<file path="src/rtl/thr_pkg.sv">
package thr_pkg;

    typedef enum logic [1:0] {
        ST_IDLE     = 2'd0,
        ST_WR_XFER  = 2'd1,
        ST_RD_ISSUE = 2'd2,
        ST_RD_FETCH = 2'd3
    } thr_state_e;

endpackage

</file>
<file path="src/rtl/thr_wait_timer.sv">
module thr_wait_timer #(
    parameter int TMR_W = 8
) (
    input  logic             clk,
    input  logic             rst_n,
    input  logic             clear,
    input  logic             hold,
    input  logic [TMR_W-1:0] limit,
    output logic             expired
);

    logic [TMR_W-1:0] cnt_q;

    // Reaching or passing the limit counts as expiry, so a limit lowered
    // mid-transaction cannot let the counter run past it and wrap.
    assign expired = (cnt_q >= limit);

    always_ff @(posedge clk) begin
        if (!rst_n) begin
            cnt_q <= '0;
        end else if (clear) begin
            cnt_q <= '0;
        end else if (hold && !expired) begin
            cnt_q <= cnt_q + 1'b1;
        end
    end

endmodule

</file>
<file path="src/rtl/thr_read_credit.sv">
module thr_read_credit #(
    parameter int LW = 5
) (
    input  logic          clk,
    input  logic          rst_n,
    input  logic          clear,
    input  logic          load,
    input  logic [LW-1:0] load_len,
    input  logic          load_cont,
    input  logic          take,
    output logic          last
);

    logic [LW-1:0] left_q;
    logic          open_q;

    // The final longword of a bounded request: consuming it means the
    // next data phase needs a new local request.
    assign last = !open_q && (left_q == LW'(1));

    always_ff @(posedge clk) begin
        if (!rst_n) begin
            left_q <= '0;
            open_q <= 1'b0;
        end else if (clear) begin
            left_q <= '0;
            open_q <= 1'b0;
        end else if (load) begin
            left_q <= load_len;
            open_q <= load_cont;
        end else if (take && !open_q && (left_q != '0)) begin
            left_q <= left_q - 1'b1;
        end
    end

endmodule

</file>
<file path="src/rtl/tgt_holdoff_ctrl.sv">
module tgt_holdoff_ctrl
    import thr_pkg::*;
#(
    parameter  int WF_DEPTH = 32,
    parameter  int RF_DEPTH = 16,
    parameter  int TMR_W    = 8,
    localparam int WLW      = $clog2(WF_DEPTH + 1),
    localparam int RLW      = $clog2(RF_DEPTH + 1)
) (
    input  logic             clk,
    input  logic             rst_n,
    input  logic             cfg_full_retry,
    input  logic             cfg_cont_pf,
    input  logic [TMR_W-1:0] cfg_wait_limit,
    input  logic             tx_start,
    input  logic             tx_write,
    input  logic             tx_io,
    input  logic             tx_beat,
    input  logic             tx_end,
    output logic             tgt_ready,
    output logic             tgt_retry,
    input  logic [WLW-1:0]   wf_level,
    output logic             wf_push,
    input  logic [RLW-1:0]   rf_level,
    output logic             rf_pop,
    output logic             lrq_valid,
    input  logic             lrq_ready,
    output logic [RLW-1:0]   lrq_len,
    output logic             lrq_cont,
    output logic             rd_discard
);

    thr_state_e st_q, st_nx;

    logic io_q;
    logic cont_q;
    logic hold;
    logic expired;
    logic pf_last;
    logic wf_full;
    logic rf_empty;
    logic phase_live;
    logic tmr_clear;
    logic credit_clear;
    logic credit_load;

    assign wf_full    = (wf_level >= WLW'(WF_DEPTH));
    assign rf_empty   = (rf_level == '0);
    // A data phase counts only while a transaction is open and not ending.
    assign phase_live = tx_beat && !tx_end && (st_q != ST_IDLE);

    // Transaction attributes are sampled once, at start.
    always_ff @(posedge clk) begin
        if (!rst_n) begin
            io_q   <= 1'b0;
            cont_q <= 1'b0;
        end else if ((st_q == ST_IDLE) && tx_start) begin
            io_q   <= tx_io;
            cont_q <= cfg_cont_pf;
        end
    end

    // Output decode: ready, retry and the FIFO/sequencer handshakes.
    always_comb begin
        hold       = 1'b0;
        tgt_ready  = 1'b0;
        tgt_retry  = 1'b0;
        wf_push    = 1'b0;
        rf_pop     = 1'b0;
        lrq_valid  = 1'b0;
        rd_discard = 1'b0;
        lrq_len    = io_q ? RLW'(1) : RLW'(RF_DEPTH);
        lrq_cont   = !io_q && cont_q;
        unique case (st_q)
            ST_IDLE: begin
            end
            ST_WR_XFER: begin
                if (phase_live) begin
                    if (!wf_full) begin
                        tgt_ready = 1'b1;
                        wf_push   = 1'b1;
                    end else if (cfg_full_retry) begin
                        tgt_retry = 1'b1;
                    end else begin
                        hold = 1'b1;
                    end
                end
            end
            ST_RD_ISSUE: begin
                if (phase_live) begin
                    hold      = 1'b1;
                    lrq_valid = !expired;
                end
            end
            ST_RD_FETCH: begin
                if (phase_live) begin
                    if (!rf_empty) begin
                        tgt_ready = 1'b1;
                        rf_pop    = 1'b1;
                    end else begin
                        hold = 1'b1;
                    end
                end
            end
            default: begin
            end
        endcase
        if (hold && expired) begin
            tgt_retry = 1'b1;
        end
        if (((st_q == ST_RD_ISSUE) || (st_q == ST_RD_FETCH)) &&
            (tx_end || tgt_retry)) begin
            rd_discard = 1'b1;
        end
    end

    // Next-state decode.
    always_comb begin
        st_nx = st_q;
        unique case (st_q)
            ST_IDLE: begin
                if (tx_start) begin
                    st_nx = tx_write ? ST_WR_XFER : ST_RD_ISSUE;
                end
            end
            ST_WR_XFER: begin
                if (tx_end || tgt_retry) begin
                    st_nx = ST_IDLE;
                end
            end
            ST_RD_ISSUE: begin
                if (tx_end || tgt_retry) begin
                    st_nx = ST_IDLE;
                end else if (lrq_valid && lrq_ready) begin
                    st_nx = ST_RD_FETCH;
                end
            end
            ST_RD_FETCH: begin
                if (tx_end || tgt_retry) begin
                    st_nx = ST_IDLE;
                end else if (rf_pop && pf_last) begin
                    st_nx = ST_RD_ISSUE;
                end
            end
            default: st_nx = ST_IDLE;
        endcase
    end

    // State register.
    always_ff @(posedge clk) begin
        if (!rst_n) begin
            st_q <= ST_IDLE;
        end else begin
            st_q <= st_nx;
        end
    end

    assign tmr_clear    = (st_q == ST_IDLE) || tgt_ready;
    assign credit_clear = (st_q == ST_IDLE) || rd_discard;
    assign credit_load  = lrq_valid && lrq_ready;

    thr_wait_timer #(
        .TMR_W (TMR_W)
    ) u_wait (
        .clk     (clk),
        .rst_n   (rst_n),
        .clear   (tmr_clear),
        .hold    (hold),
        .limit   (cfg_wait_limit),
        .expired (expired)
    );

    thr_read_credit #(
        .LW (RLW)
    ) u_credit (
        .clk       (clk),
        .rst_n     (rst_n),
        .clear     (credit_clear),
        .load      (credit_load),
        .load_len  (lrq_len),
        .load_cont (lrq_cont),
        .take      (rf_pop),
        .last      (pf_last)
    );

endmodule

</file>
<file path="config.mk">
export PLATFORM = sky130hd
export DESIGN_NAME = tgt_holdoff_ctrl
export DESIGN_NICKNAME = d
export VERILOG_FILES = /design/src/rtl/thr_pkg.sv /design/src/rtl/thr_wait_timer.sv /design/src/rtl/thr_read_credit.sv /design/src/rtl/tgt_holdoff_ctrl.sv
export SDC_FILE = /design/constraint.sdc
export NUM_CORES = 1
export LEC_CHECK = 0
export BUFFER_PORTS_ARGS = -buffer_cell sky130_fd_sc_hd__buf_2
export CAP_MARGIN = 20
export CORE_UTILIZATION = 48
export DETAILED_ROUTE_END_ITERATION = 12
export MAX_ROUTING_LAYER = met4
export PLACE_DENSITY = 0.73
export SYNTH_ARGS = -nofsm -noshare
export SYNTH_HDL_FRONTEND = slang
export SYNTH_SLANG_ARGS = --single-unit
</file>
<file path="constraint.sdc">
create_clock -name clk -period 3.33 [get_ports clk]
set_input_delay 0.333 -clock clk [delete_from_list [all_inputs] [get_ports clk]]
set_output_delay 0.333 -clock clk [all_outputs]
set_load 0.02 [all_outputs]
</file>
=== After elaboration in Yosys (flattened, before gate mapping) ===
Cells that the tools add are included.

* Reductions and logical operators: 28
* Equality and inequality tests: 8
* Muxes and demuxes: 33
* Order comparisons: 2
* Bitwise operators: 1
* $add $sub $neg: 2

{| class="wikitable"
|+ Operators with widths
! cell !! count
|-
| $mux 1 || 20
|-
| $mux 5 || 3
|-
| $mux 2 || 7
|-
| $logic_and 1x1->1 || 12
|-
| $add 8x1->8 const B || 1
|-
| $ge 8x8->1 || 1
|-
| $pmux 2 s4 || 1
|-
| $ge 6x6->1 const B || 1
|-
| $eq 5x1->1 const B || 1
|-
| $logic_not 5->1 || 1
|-
| $reduce_bool 5->1 || 1
|-
| $sub 5x1->5 const B || 1
|-
| $eq 2x2->1 const B || 2
|-
| $logic_not 1->1 || 4
|-
| $logic_or 1x1->1 || 4
|-
| $ne 2x2->1 const B || 2
|-
| $reduce_and 4->1 || 1
|-
| $reduce_bool 2->1 || 2
|-
| $reduce_or 2->1 || 2
|-
| $ne 3x1->1 const B || 1
|-
| $ne 3x2->1 const B || 1
|-
| $pmux 1 s3 || 1
|-
| $eq 2x1->1 const B || 1
|-
| $logic_not 2->1 || 1
|-
| other kinds (2) || 2
|}

* Logic and storage cells: 80
* Input port bits: 29
* Output and inout bits: 12
* Flip-flop bits (word level): 18

=== Logic depth before layout (Yosys ltp) ===
* Depth after elaboration: 12
* Gate-level depth with buffers: 8
* Depth with buffers taken out: 7

=== Cells and area by module ===
A second synthesis with hierarchy kept.

* Cells, all modules: 169
* Area total of the unflattened synthesis: 1442.6 µm²

{| class="wikitable"
|+ By module, submodules not included
! module !! cells each !! area an instance (µm²) !! sequential area each (µm²) !! times used
|-
| thr_wait_timer || 76 || 661.9 || 160.2 || 1
|-
| tgt_holdoff_ctrl || 52 || 434.2 || 80.1 || 1
|-
| thr_read_credit || 41 || 346.6 || 120.1 || 1
|}

=== Worst setup path before layout ===
No wires, ideal clock.

* Kind: input to output
* From: input rf_level[2]
* To: output rd_discard
* Stages: 6
* Arrival: 1.649 ns
* Required time: 2.997 ns
* Buffers on the path: 1
* Setup slack: 1.348 ns
* Cell sequence: nor2_1 > nand2_1 > a31o_1 > buf_2 > nor3b_1 > o21a_1

* Longest elaborated chain between the ends: 9

{| class="wikitable"
|+ RTL lines
! item !! RTL line !! RTL
|-
| start: declaration || tgt_holdoff_ctrl.sv:24 || <nowiki>input logic [RLW-1:0] rf_level,</nowiki>
|-
| $logic_not 5->1 || tgt_holdoff_ctrl.sv:48 || <nowiki>assign rf_empty = (rf_level == '0);</nowiki>
|-
| $mux 1 || tgt_holdoff_ctrl.sv:97 || <nowiki>if (!rf_empty) begin</nowiki>
|-
| $mux 1 || tgt_holdoff_ctrl.sv:96 || <nowiki>if (phase_live) begin</nowiki>
|-
| $pmux 1 s3 || tgt_holdoff_ctrl.sv:74 || <nowiki>unique case (st_q)</nowiki>
|-
| $logic_and 1x1->1 || tgt_holdoff_ctrl.sv:108 || <nowiki>if (hold && expired) begin</nowiki>
|-
| $mux 1 || tgt_holdoff_ctrl.sv:108 ||
|-
| $logic_or 1x1->1 || tgt_holdoff_ctrl.sv:112 || <nowiki>(tx_end || tgt_retry)) begin</nowiki>
|-
| $logic_and 1x1->1 || tgt_holdoff_ctrl.sv:111 || <nowiki>if (((st_q == ST_RD_ISSUE) || (st_q == ST_RD_FETCH)) &&</nowiki>
|-
| $mux 1 || tgt_holdoff_ctrl.sv:111 ||
|-
| end: declaration || tgt_holdoff_ctrl.sv:30 || <nowiki>output logic rd_discard</nowiki>
|}

No other way between the ends.

=== Worst setup path in the final report ===
* From: register u_wait.cnt_q[0]
* To: output rd_discard

* Longest elaborated chain between the ends: 6

{| class="wikitable"
|+ RTL lines
! item !! RTL line !! RTL
|-
| start: declaration || thr_wait_timer.sv:12 || <nowiki>logic [TMR_W-1:0] cnt_q;</nowiki>
|-
| start signal: assignment || thr_wait_timer.sv:24 || <nowiki>cnt_q <= cnt_q + 1'b1;</nowiki>
|-
| $ge 8x8->1 || thr_wait_timer.sv:16 || <nowiki>assign expired = (cnt_q >= limit);</nowiki>
|-
| $logic_and 1x1->1 || tgt_holdoff_ctrl.sv:108 ||
|-
| $mux 1 || tgt_holdoff_ctrl.sv:108 ||
|-
| $logic_or 1x1->1 || tgt_holdoff_ctrl.sv:112 ||
|-
| $logic_and 1x1->1 || tgt_holdoff_ctrl.sv:111 ||
|-
| $mux 1 || tgt_holdoff_ctrl.sv:111 ||
|}

No other way between the ends.

==> out/metrics.yaml <==
setup_viol: 0
max_slew.worst_pin.slew_ns: 0.6052
ant_nets: 0
ys_types: 45
whs_path_depth: 3
path_max_fanout: 5
drive_above_1_share: 0.2049
reg2regPathDepth: 6
diodes: 0
wl_per_cell_um: 13.07
met1_usage: 0.2551
crit_chain: "inv_1 -> ha_1 -> nor2b_1 -> o21ai_0 -> a21oi_1 -> nor3b_1 -> o21a_1 -> buf_2"
drv_cap: 0
synth_edf_count: 0
die_x_um: 55.99
antenna_found_initial: 0
yosysMostFrequentCell: "dfxtp_1"
arrival_ns: 2.29
crit_required_ns: 3.00
synthTopCellsByArea: "dfxtp_1 (26%), ha_1 (11%), a21oi_1 (5.4%)"
gp_congestion: 0.9144
cts.sinks: 18
min_period_ns: 2.621
grt_pass1_vias: 1234
synthFlopType: "dfxtp_1"
cts_htree_levels: 1
slowest_delay_ns: 0.41
drc: 0
final_hold_viol_count: 0
p_total_uw: 448.0
grt_pass1_wl_um: 5223
drtIter0Drc: 27
grt_util_met3: 0.04884
outcome: "complete, no violations"
tritoncts: "yes"
preCtsSetupSlack_ns: 1.008
hpwl_um: 2425
dr.pass1.iters: 5
grt.overflow.total: 0
cts_root_buf: "clkbuf_4"
crit_slowest_cell: "dfxtp_1"
worstSetupPathType: "flop to output pin"
post-cts-setup-buffers: 0
async_reset_ff_frac: 0
totalWireLength_um: 3085
portBuffers: 32
cts.repair.resized: 0
synth_area_um2: 1399
busiest_layer: "met2"
synth-seq-cells: 18
p_leak_nw: 0.6451
vias_per_cell: 5.814
synth_common_cells: "dfxtp_1 (18), nand2_1 (16), a21oi_1 (15)"
grt_max_degree: 17
hold_buffers: 0
syn_area_per_cell_um2: 7.948
track_usage: 0.2160
die_y_um: 55.99
fin_skew_ns: 0.009399
peakVddDrop_uv: 294.7
area_growth_pct: 13.33
cp-start-kind: "flop"
coreArea_um2: 2758
period_share: 0.7870
io_pins: 41
fmax_mhz: 381.6
placed_cell_area_um2: 1549
dieArea_um2: 3134
yosysWarnings: 0
rows: 19
slew_violations: 0
yosys.area.top_type: "dfxtp_1"
nNetsFinal: 247
cts_inserted_buffers: 3
initial_core_util: 0.5073
clk_latency_ns: 0.31
relSlewSlack: 0.5957
design_area_um2: 1585
hold_path.class: "primary input to flop"
fin_setup_tns_ns: 0
clockBufferDepth: 2
vias: 1372
synth_seq_area_share: 0.2576
clk_pin_slew_ns: 0.11
synth.top_cell.area_share: 0.2576
synth_cells: 176
p_per_area_nw_per_um2: 282.6
end_kind: "output pin"
layout_setup_ws_ns: 0.7092
rsz0062_at_grt: "no"
use_met2: 0.3520
==> critical path: cells and delay by family, from the launching register on <==
family,cells,cell delay (ns)
DFF,1,0.41
AOI/OAI and AO/OA,3,0.61
and+or+nand+nor,2,0.44
buffers and inverters,2,0.24
adders and majority gates,1,0.27
==> cell families after synthesis <==
logic type      count (synthesis)  share of synthesized area
fa+ha+maj                      12                     0.1073
compound gates                 49                     0.2486
xor+xnor                        3                    0.01879
mux                             1                   0.007156
other cells                     1                   0.002681
flops                          18                     0.2576
buf+inv                        22                    0.07513
simple gates                   70                     0.2827
==> cells in the final DEF (no fill, tap or decap), drive strengths merged, types with 2 or more instances in the layout <==
cell type | synthesis | layout
or4 | 5 | 5
a21oi | 15 | 15
xor2 | 2 | 2
nor4b | 3 | 3
ha | 12 | 12
o21ai | 6 | 6
nor3b | 2 | 2
buf | 8 | 32
nor3 | 9 | 9
o31ai | 6 | 6
nand2 | 16 | 16
and3 | 4 | 4
nand4b | 2 | 2
and2 | 2 | 2
dfxtp | 18 | 18
clkbuf | 1 | 4
o21a | 4 | 4
conb | 1 | 3
nand3 | 7 | 7
nor2 | 7 | 7
nor2b | 4 | 4
nand2b | 3 | 3
nand4 | 3 | 3
a31o | 2 | 2
a211oi | 5 | 5
a31oi | 2 | 2
inv | 13 | 13
==> routing by layer <==
layer / wire, um / vias to the layer above
met5: 0 / -
met4: 61 / 0
met3: 109 / 8
met2: 1532 / 30
met1: 1382 / 626
li1: - / 708
==> cell type report <==
cell class / instances / area, um2
Multi-Input combinational cell: 138 / 940.9
Sequential cell: 18 / 360.3
Clock buffer: 4 / 36.28
Fill cell: 250 / 1172
Timing Repair Buffer: 32 / 160.2
Tap cell: 31 / 38.79
Inverter: 13 / 48.80
==> metrics by stage <==
stage / hold slack (ns) / utilization / std cells
after global routing: 0.2702 / 0.5749 / 236
after detailed placement: 0.4484 / 0.5617 / 232
after floorplan: 0.4318 / - / 178
after global placement: 0.4453 / 0.5617 / 232
final: 0.2779 / 0.5749 / 236
after CTS: 0.2645 / 0.5749 / 236
==> worst paths after layout <==
check	startpoint	to	slack [ns]
max	u_wait.cnt_q[0]	rd_discard	0.71
min	cfg_cont_pf	cont_q	0.28
max reg2reg	u_wait.cnt_q[2]	u_wait.cnt_q[6]	1.19
min reg2reg	cont_q	cont_q	0.46
==> sequential cells by signal, indices dropped and copies added, names as in the netlist <==
name / flops
u_wait.cnt_q: 8
cont_q: 1
u_credit.left_q: 5
st_q: 2
io_q: 1
u_credit.open_q: 1
==> power breakdown <==
part | internal [mW] | total (mW) | switching [mW]
combinational | 0.0316 | 0.0810 | 0.0494
sequential | 0.219 | 0.226 | 0.00679
clock | 0.0668 | 0.141 | 0.0747
total | 0.317 | 0.448 | 0.131
No activity file was read; power rests on OpenSTA's default activity.
